[src/rtl/spi_rdy_pkg.sv]
package spi_rdy_pkg;
  localparam logic [7:0] ACK_BYTE     = 8'h08;
  localparam logic [7:0] SOM_BYTE     = 8'h05;
  localparam logic [7:0] FLOW_ON_BYTE = 8'h06;

  typedef enum logic [1:0] {
    KIND_DATA     = 2'd0,
    KIND_FLOW_OFF = 2'd1,
    KIND_FLOW_ON  = 2'd2,
    KIND_DATA_ALT = 2'd3
  } req_kind_e;

  typedef enum logic [2:0] {
    ST_IDLE,
    ST_WAIT_CS,
    ST_REQ,
    ST_LOAD,
    ST_XFER,
    ST_DONE
  } rdy_state_e;
endpackage

[src/rtl/spi_rdy_rx_class.sv]
module spi_rdy_rx_class #(
  parameter logic [7:0] ACK = 8'h08,
  parameter logic [7:0] SOM = 8'h05
) (
  input  logic       valid_i,
  input  logic [7:0] byte_i,
  output logic       ack_o,
  output logic       som_o
);
  assign ack_o = valid_i && (byte_i == ACK);
  assign som_o = valid_i && (byte_i == SOM);
endmodule

[src/rtl/spi_rdy_timer.sv]
module spi_rdy_timer #(
  parameter int W = 16
) (
  input  logic         clk_i,
  input  logic         rst_ni,
  input  logic         run_i,
  input  logic [W-1:0] limit_i,
  output logic         expire_o
);
  logic [W-1:0] cnt_q;
  logic [W-1:0] last;

  assign last = limit_i - 1'b1;

  always_ff @(posedge clk_i or negedge rst_ni) begin
    if (!rst_ni)     cnt_q <= '0;
    else if (!run_i) cnt_q <= '0;
    else             cnt_q <= cnt_q + 1'b1;
  end

  // limit of zero never expires
  assign expire_o = run_i && (limit_i != '0) && (cnt_q == last);
endmodule

[src/rtl/spi_rdy_ctrl.sv]
module spi_rdy_ctrl
  import spi_rdy_pkg::*;
#(
  parameter logic [7:0] FLOW_OFF_BYTE = 8'h07,
  parameter int         TMO_W         = 16
) (
  input  logic             clk_i,
  input  logic             rst_ni,
  input  logic             cs_n_i,
  input  logic             rx_valid_i,
  input  logic [7:0]       rx_byte_i,
  output logic             tx_load_o,
  output logic [7:0]       tx_byte_o,
  input  logic             req_i,
  input  logic [1:0]       req_kind_i,
  input  logic [7:0]       req_byte_i,
  input  logic [TMO_W-1:0] timeout_i,
  output logic             done_o,
  output logic             busy_o,
  output logic             rdy_o
);
  rdy_state_e st_q, st_d;
  logic [7:0] byte_q, byte_sel;
  logic       got_ack, got_som, expired;

  spi_rdy_rx_class #(.ACK(ACK_BYTE), .SOM(SOM_BYTE)) u_class (
    .valid_i (rx_valid_i),
    .byte_i  (rx_byte_i),
    .ack_o   (got_ack),
    .som_o   (got_som)
  );

  spi_rdy_timer #(.W(TMO_W)) u_timer (
    .clk_i    (clk_i),
    .rst_ni   (rst_ni),
    .run_i    (st_q == ST_REQ),
    .limit_i  (timeout_i),
    .expire_o (expired)
  );

  always_comb begin
    unique case (req_kind_i)
      KIND_FLOW_OFF: byte_sel = FLOW_OFF_BYTE;
      KIND_FLOW_ON:  byte_sel = FLOW_ON_BYTE;
      default:       byte_sel = req_byte_i;
    endcase
  end

  always_comb begin
    st_d = st_q;
    unique case (st_q)
      ST_IDLE:    if (req_i) st_d = ST_WAIT_CS;
      ST_WAIT_CS: if (cs_n_i) st_d = ST_REQ;
      ST_REQ: begin
        // acknowledge wins; a host message start or silence re-arms
        if (got_ack)      st_d = ST_LOAD;
        else if (got_som) st_d = ST_WAIT_CS;
        else if (expired) st_d = ST_WAIT_CS;
      end
      ST_LOAD:    st_d = ST_XFER;
      ST_XFER:    if (rx_valid_i) st_d = ST_DONE;
      ST_DONE:    st_d = ST_IDLE;
      default:    st_d = ST_IDLE;
    endcase
  end

  always_ff @(posedge clk_i or negedge rst_ni) begin
    if (!rst_ni) begin
      st_q   <= ST_IDLE;
      byte_q <= '0;
    end else begin
      st_q <= st_d;
      if (st_q == ST_IDLE && req_i) byte_q <= byte_sel;
    end
  end

  assign rdy_o     = (st_q == ST_REQ);
  assign tx_load_o = (st_q == ST_LOAD);
  assign tx_byte_o = byte_q;
  assign done_o    = (st_q == ST_DONE);
  assign busy_o    = (st_q != ST_IDLE);
endmodule

[config.mk]
export PLATFORM = sky130hd
export DESIGN_NAME = spi_rdy_ctrl
export DESIGN_NICKNAME = d
export VERILOG_FILES = /design/src/rtl/spi_rdy_pkg.sv /design/src/rtl/spi_rdy_rx_class.sv /design/src/rtl/spi_rdy_timer.sv /design/src/rtl/spi_rdy_ctrl.sv
export SDC_FILE = /design/constraint.sdc
export NUM_CORES = 1
export LEC_CHECK = 0
export BUFFER_PORTS_ARGS = -buffer_cell sky130_fd_sc_hd__clkbuf_2
export CORE_MARGIN = 4
export CORE_UTILIZATION = 56
export CTS_CLUSTER_SIZE = 40
export DETAILED_ROUTE_END_ITERATION = 10
export HOLD_SLACK_MARGIN = 0.12
export PLACE_DENSITY = 0.84
export SLEW_MARGIN = 0
export SYNTH_ARGS = -nofsm -noshare
export SYNTH_HDL_FRONTEND = slang
export SYNTH_SLANG_ARGS = --single-unit
export TNS_END_PERCENT = 1
[constraint.sdc]
create_clock -name clk_i -period 3.5 [get_ports clk_i]
set_input_delay 0.7 -clock clk_i [delete_from_list [all_inputs] [get_ports clk_i]]
set_output_delay 0.7 -clock clk_i [all_outputs]
set_load 0.02 [all_outputs]
After elaboration in Yosys (flattened, before gate mapping)
Index checks and enable logic that the tools add are counted.
W data, S select, Z words.

operators by class
  equal/unequal tests = 14
  $add $sub $neg = 2
  mux-type cells = 9
  reductions and logical operators = 9

operators by type and width
  kind                     number
  $mux W3                  6
  $add A16 B1 Y16 const B  1
  $eq A16 B16 Y1           1
  $mux W16                 1
  $pmux W8 S2              1
  $reduce_bool A16 Y1      1
  $sub A16 B1 Y16 const B  1
  $pmux W3 S5              1
  $eq A8 B3 Y1 const B     1
  $eq A8 B4 Y1 const B     1
  $eq A3 B2 Y1 const B     2
  $eq A3 B3 Y1 const B     2
  $ne A2 B2 Y1 const B     3
  $logic_and A1 B1 Y1      5
  $ne A4 B4 Y1 const B     1
  $reduce_and A4 Y1        1
  $eq A3 B1 Y1 const B     1
  $logic_not A3 Y1         1
  $reduce_bool A3 Y1       1
  $eq A2 B1 Y1 const B     1
  $eq A2 B2 Y1 const B     1

storage, ports and cells
  output and inout bits = 12
  input port bits = 39
  register bits after elaboration = 27

Logic depth before layout (Yosys ltp)
  depth in word-level cells = 7
  depth in mapped cells = 8
  mapped depth without buffers = 8

Modules after synthesis
A second synthesis with hierarchy kept.

second synthesis, totals
  cells, all modules = 230
  area total of the unflattened synthesis = 2018.2 um^2

modules (own cells, without submodules)
  module            area an instance (um^2)  instances  seq. area each (um^2)  cells each
  spi_rdy_timer     1431.4                   1          400.4                  165
  spi_rdy_ctrl      546.8                    1          275.3                  59
  spi_rdy_rx_class  40.0                     1          0.0                    6

Least setup slack after synthesis
OpenSTA, ideal clock, no wires.

  kind = input -> register
  start point = input timeout_i[2]
  end point = register st_q[1]
  arrival = 2104 ps
  slack = 1262 ps
  required time = 3366 ps
  library setup time = 134 ps
  cell stages on the path = 6
  cell sequence = nor4_4 > a41oi_1 > nor4_1 > nand3_1 > a2111oi_4 > a21oi_1

on the way
  cells in the longest elaborated chain, start to end = 5
  elaborated cells on any way between the ends = 7

ends and longest elaborated chain
  what                                                    line                                      RTL
  start: declaration                                      spi_rdy_ctrl.sv:17                        input logic [TMO_W-1:0] timeout_i,
  $sub A16 B1 Y16 or $reduce_bool A16 Y1 (tied branches)  spi_rdy_timer.sv:13, spi_rdy_timer.sv:22
  $eq A16 B16 Y1 or $logic_and A1 B1 Y1 (tied branches)   spi_rdy_timer.sv:22                       assign expire_o = run_i && (limit_i != '0) && (cnt_q == last);
  $logic_and A1 B1 Y1 *                                   spi_rdy_timer.sv:22
  $ne A4 B4 Y1 (no line) *                                --
  $reduce_and A4 Y1 (no line) *                           --
  end signal: assignment                                  spi_rdy_ctrl.sv:72                        st_q <= st_d;
  end: declaration                                        spi_rdy_ctrl.sv:22                        rdy_state_e st_q, st_d;

Every way passes the cells marked *; elsewhere a longest branch is shown, timed or not.
A chain may end at the register's enable or synchronous reset.

Worst setup path in the final report
  start point = register st_q[1]
  end point = output rdy_o

on the way
  cells in the longest elaborated chain, start to end = 1

ends and longest elaborated chain
  what              line                RTL
  $eq A3 B2 Y1      spi_rdy_ctrl.sv:77  assign rdy_o = (st_q == ST_REQ);
  end: declaration  spi_rdy_ctrl.sv:20  output logic rdy_o

Every way passes these cells.

==> impl_metrics.py <==
metrics = {
    "floorplanning": {
        "die_x_um": 65.87,
        "dieArea_um2": 4339,
        "start_util": 0.5996,
        "rows": 20,
        "io-pin-count": 51,
        "die_h_um": 65.87,
        "core_um2": 3128,
    },
    "clock_network": {
        "cts_setup_buffers": 0,
        "clk_path_buf_depth": 2,
        "clock_latency_ns": 0.32,
        "htreeDepth": 1,
        "cts_resized": 0,
        "clkSlewWorstSetupHoldPaths_ns": 0.15,
        "numCtsBuffers": 3,
        "cts_root_buf": "clkbuf_4",
        "cts_tree": "built",
        "cts_num_sinks": 27,
        "hold_buffers": 0,
    },
    "worst_setup_path": {
        "reg2reg_depth": 6,
        "reg2reg_from": "u_timer.cnt_q[13]",
        "critPathArrivalTime_ns": 1.63,
        "startpoint_type": "register",
        "reg2reg_slack_ns": 1.66,
        "reg2reg_to": "st_q[0]",
        "worstPathRequired_ns": 2.80,
        "path_class": "reg2out",
        "worstPathMaxFanout": 18,
        "cp-end-kind": "output port",
    },
    "synth": {
        "ys.flop_type": "dfrtp_1",
        "synth_cell_types": 40,
        "synth_top_area_share": 0.3602,
        "synth_area_leaders": "dfrtp_1, xnor2_1, xor2_1",
        "async_flop_share": 1.000,
        "synth_fp_nets": 258,
        "synth_cells": 215,
        "synth-edff-count": 0,
        "yosys_warnings": 0,
        "syn_area_um2": 1876,
        "synth_seq_cells": 27,
        "synth.yosys.seq_area_share": 0.3602,
        "avgSynthCellArea_um2": 8.723,
        "yosysTopAreaCell": "dfrtp_1",
    },
    "sta": {
        "slew_viol_final": 0,
        "layout_min_cycle_time_ns": 2.328,
        "hold_violations": 0,
        "rsz0062_at_grt": "no",
        "slew_headroom": 0.5551,
        "finClkSkew_ns": 0.002798,
        "fin_setup_tns_ns": 0,
        "finalSetupViolCount": 0,
        "worst_pin_slew_ns": 0.6673,
        "final.period_utilization": 0.6651,
        "fmax_mhz": 429.6,
    },
    "grt": {
        "grt_pass1_wl_um": 7155,
        "track_usage": 0.2065,
        "antenna_found_initial": 0,
        "grt_max_degree": 28,
        "grt_overflow": 0,
        "grt_pass1_vias": 1644,
    },
    "routing": {
        "drtIter0Drc": 142,
        "route.detailed.wl_per_inst_um": 13.48,
        "drc_errors": 0,
        "drt_pass1_iterations": 4,
        "drtAntennaViolNets": 0,
        "vias": 1696,
        "vias_per_cell": 5.542,
        "wl_um": 4126,
    },
    "final_layout": {
        "final_common_cell": "clkbuf_2",
        "nFillCells": 260,
        "n_antenna_cell": 0,
        "fin_nets": 306,
        "most-common-layout-cells": "clkbuf_2, dfrtp_1, nand2_1, nor2_1, xnor2_1",
        "drive_gt1_frac": 0.2252,
        "fin_util": 0.7000,
        "area_growth_pct": 16.74,
    },
    "pwr": {
        "powerDensity_nw_per_um2": 450.4,
        "irDropWorstVdd_mv": 0.3461,
        "p_leak_nw": 0.9603,
    },
    "flow_run": {
        "drv_cap": 0,
    },
    "placed_design": {
        "place.gp.congestion": 0.8563,
        "port_buffers": 50,
        "hpwl_um": 3333,
    },
    "worst_hold_path": {
        "hp-class": "in2async",
    },
    "status": {
        "status": "completed",
    },
}
-- worst max path at each step --
stage                  from      end  slack [ns]
5_1_grt             st_q[1]    rdy_o        1.05
3_5_place_dp   timeout_i[2]  st_q[1]        0.89
6_report            st_q[1]    rdy_o        1.17
2_1_floorplan  timeout_i[2]  st_q[1]        1.26
4_1_cts             st_q[1]    rdy_o        1.17
3_3_place_gp   timeout_i[2]  st_q[1]        0.96
-- cell type report --
type | instances | area (um2) | area share
clock buffer | 3 | 22.52 | 0.01029
timing repair buffer | 51 | 257.7 | 0.1177
sequential | 27 | 675.6 | 0.3086
clock inverter | 1 | 8.758 | 0.004000
tap | 44 | 55.05 | 0.02514
inverter | 5 | 18.77 | 0.008571
multi-input combinational | 175 | 1151 | 0.5257
-- state kept, by name, summed over array words and instances (netlist names) --
signal and count:
u_timer.cnt_q 16, tx_byte_o 8, st_q 3
-- synth_stat cells, types with 2 or more instances --
cell type  count
nand2_1       25
a22oi_1        2
a21oi_1        6
nand3_1       12
nor3b_1        3
xnor2_1       21
nor4_4         2
xor2_1        11
nand4_1        4
mux2i_1        4
or4b_1         2
nand4b_1       2
clkbuf_1       7
and3_1         2
a21o_1         3
nand3b_1       4
dfrtp_1       27
o21ai_0       10
nor3_1        11
or3_1          4
nor4_1         3
ha_1           4
inv_1          5
nor2b_1        4
nor2_1        22
-- power by group --
part           total [mW]  switching, mW  internal [mW]
registers           0.440         0.0622          0.378
logic               0.405          0.251          0.154
clock network       0.141         0.0947         0.0465
-- metal layers --
layer,part of all wire,track usage
met4,0.0034,0.04663
met1,0.46,0.2811
met3,0.045,0.02211
met5,0,0
met2,0.49,0.3517
-- critical path, cell delays in order (launching register included) --
cell and delay (ns):
dfrtp_1 0.49, nor2b_1 0.27, nand2b_1 0.08, buf_4 0.20
inv_1 0.09, clkbuf_2 0.17
-- stage by stage --
| stage | power, mW | cells | cell area (um2) | hold slack [ns] | setup slack, ns |
|---|---|---|---|---|---|
| global placement | 0.8416 | 302 | 2158 | 0.4629 | 0.9550 |
| global route | 1.057 | 306 | 2190 | 0.4100 | 1.054 |
| detailed placement | 0.8584 | 302 | 2158 | 0.4718 | 0.8938 |
| CTS | 0.9987 | 306 | 2190 | 0.3876 | 1.174 |
| floorplan | 0.7027 | 215 | 1876 | 0.4044 | 1.262 |
| finish | 0.9861 | 306 | 2190 | 0.3760 | 1.172 |
-- logic make-up after synthesis --
group	Yosys count	synth area share
AND/OR/NAND/NOR	106	0.3075
XOR/XNOR	32	0.1494
AO/OA/AOI/OAI	29	0.1087
flip-flops	27	0.3602
buffers and inverters	13	0.02602
multiplexers	4	0.02135
adder cells (fa/ha/maj)	4	0.02669
(Power assumes the default switching activity.)
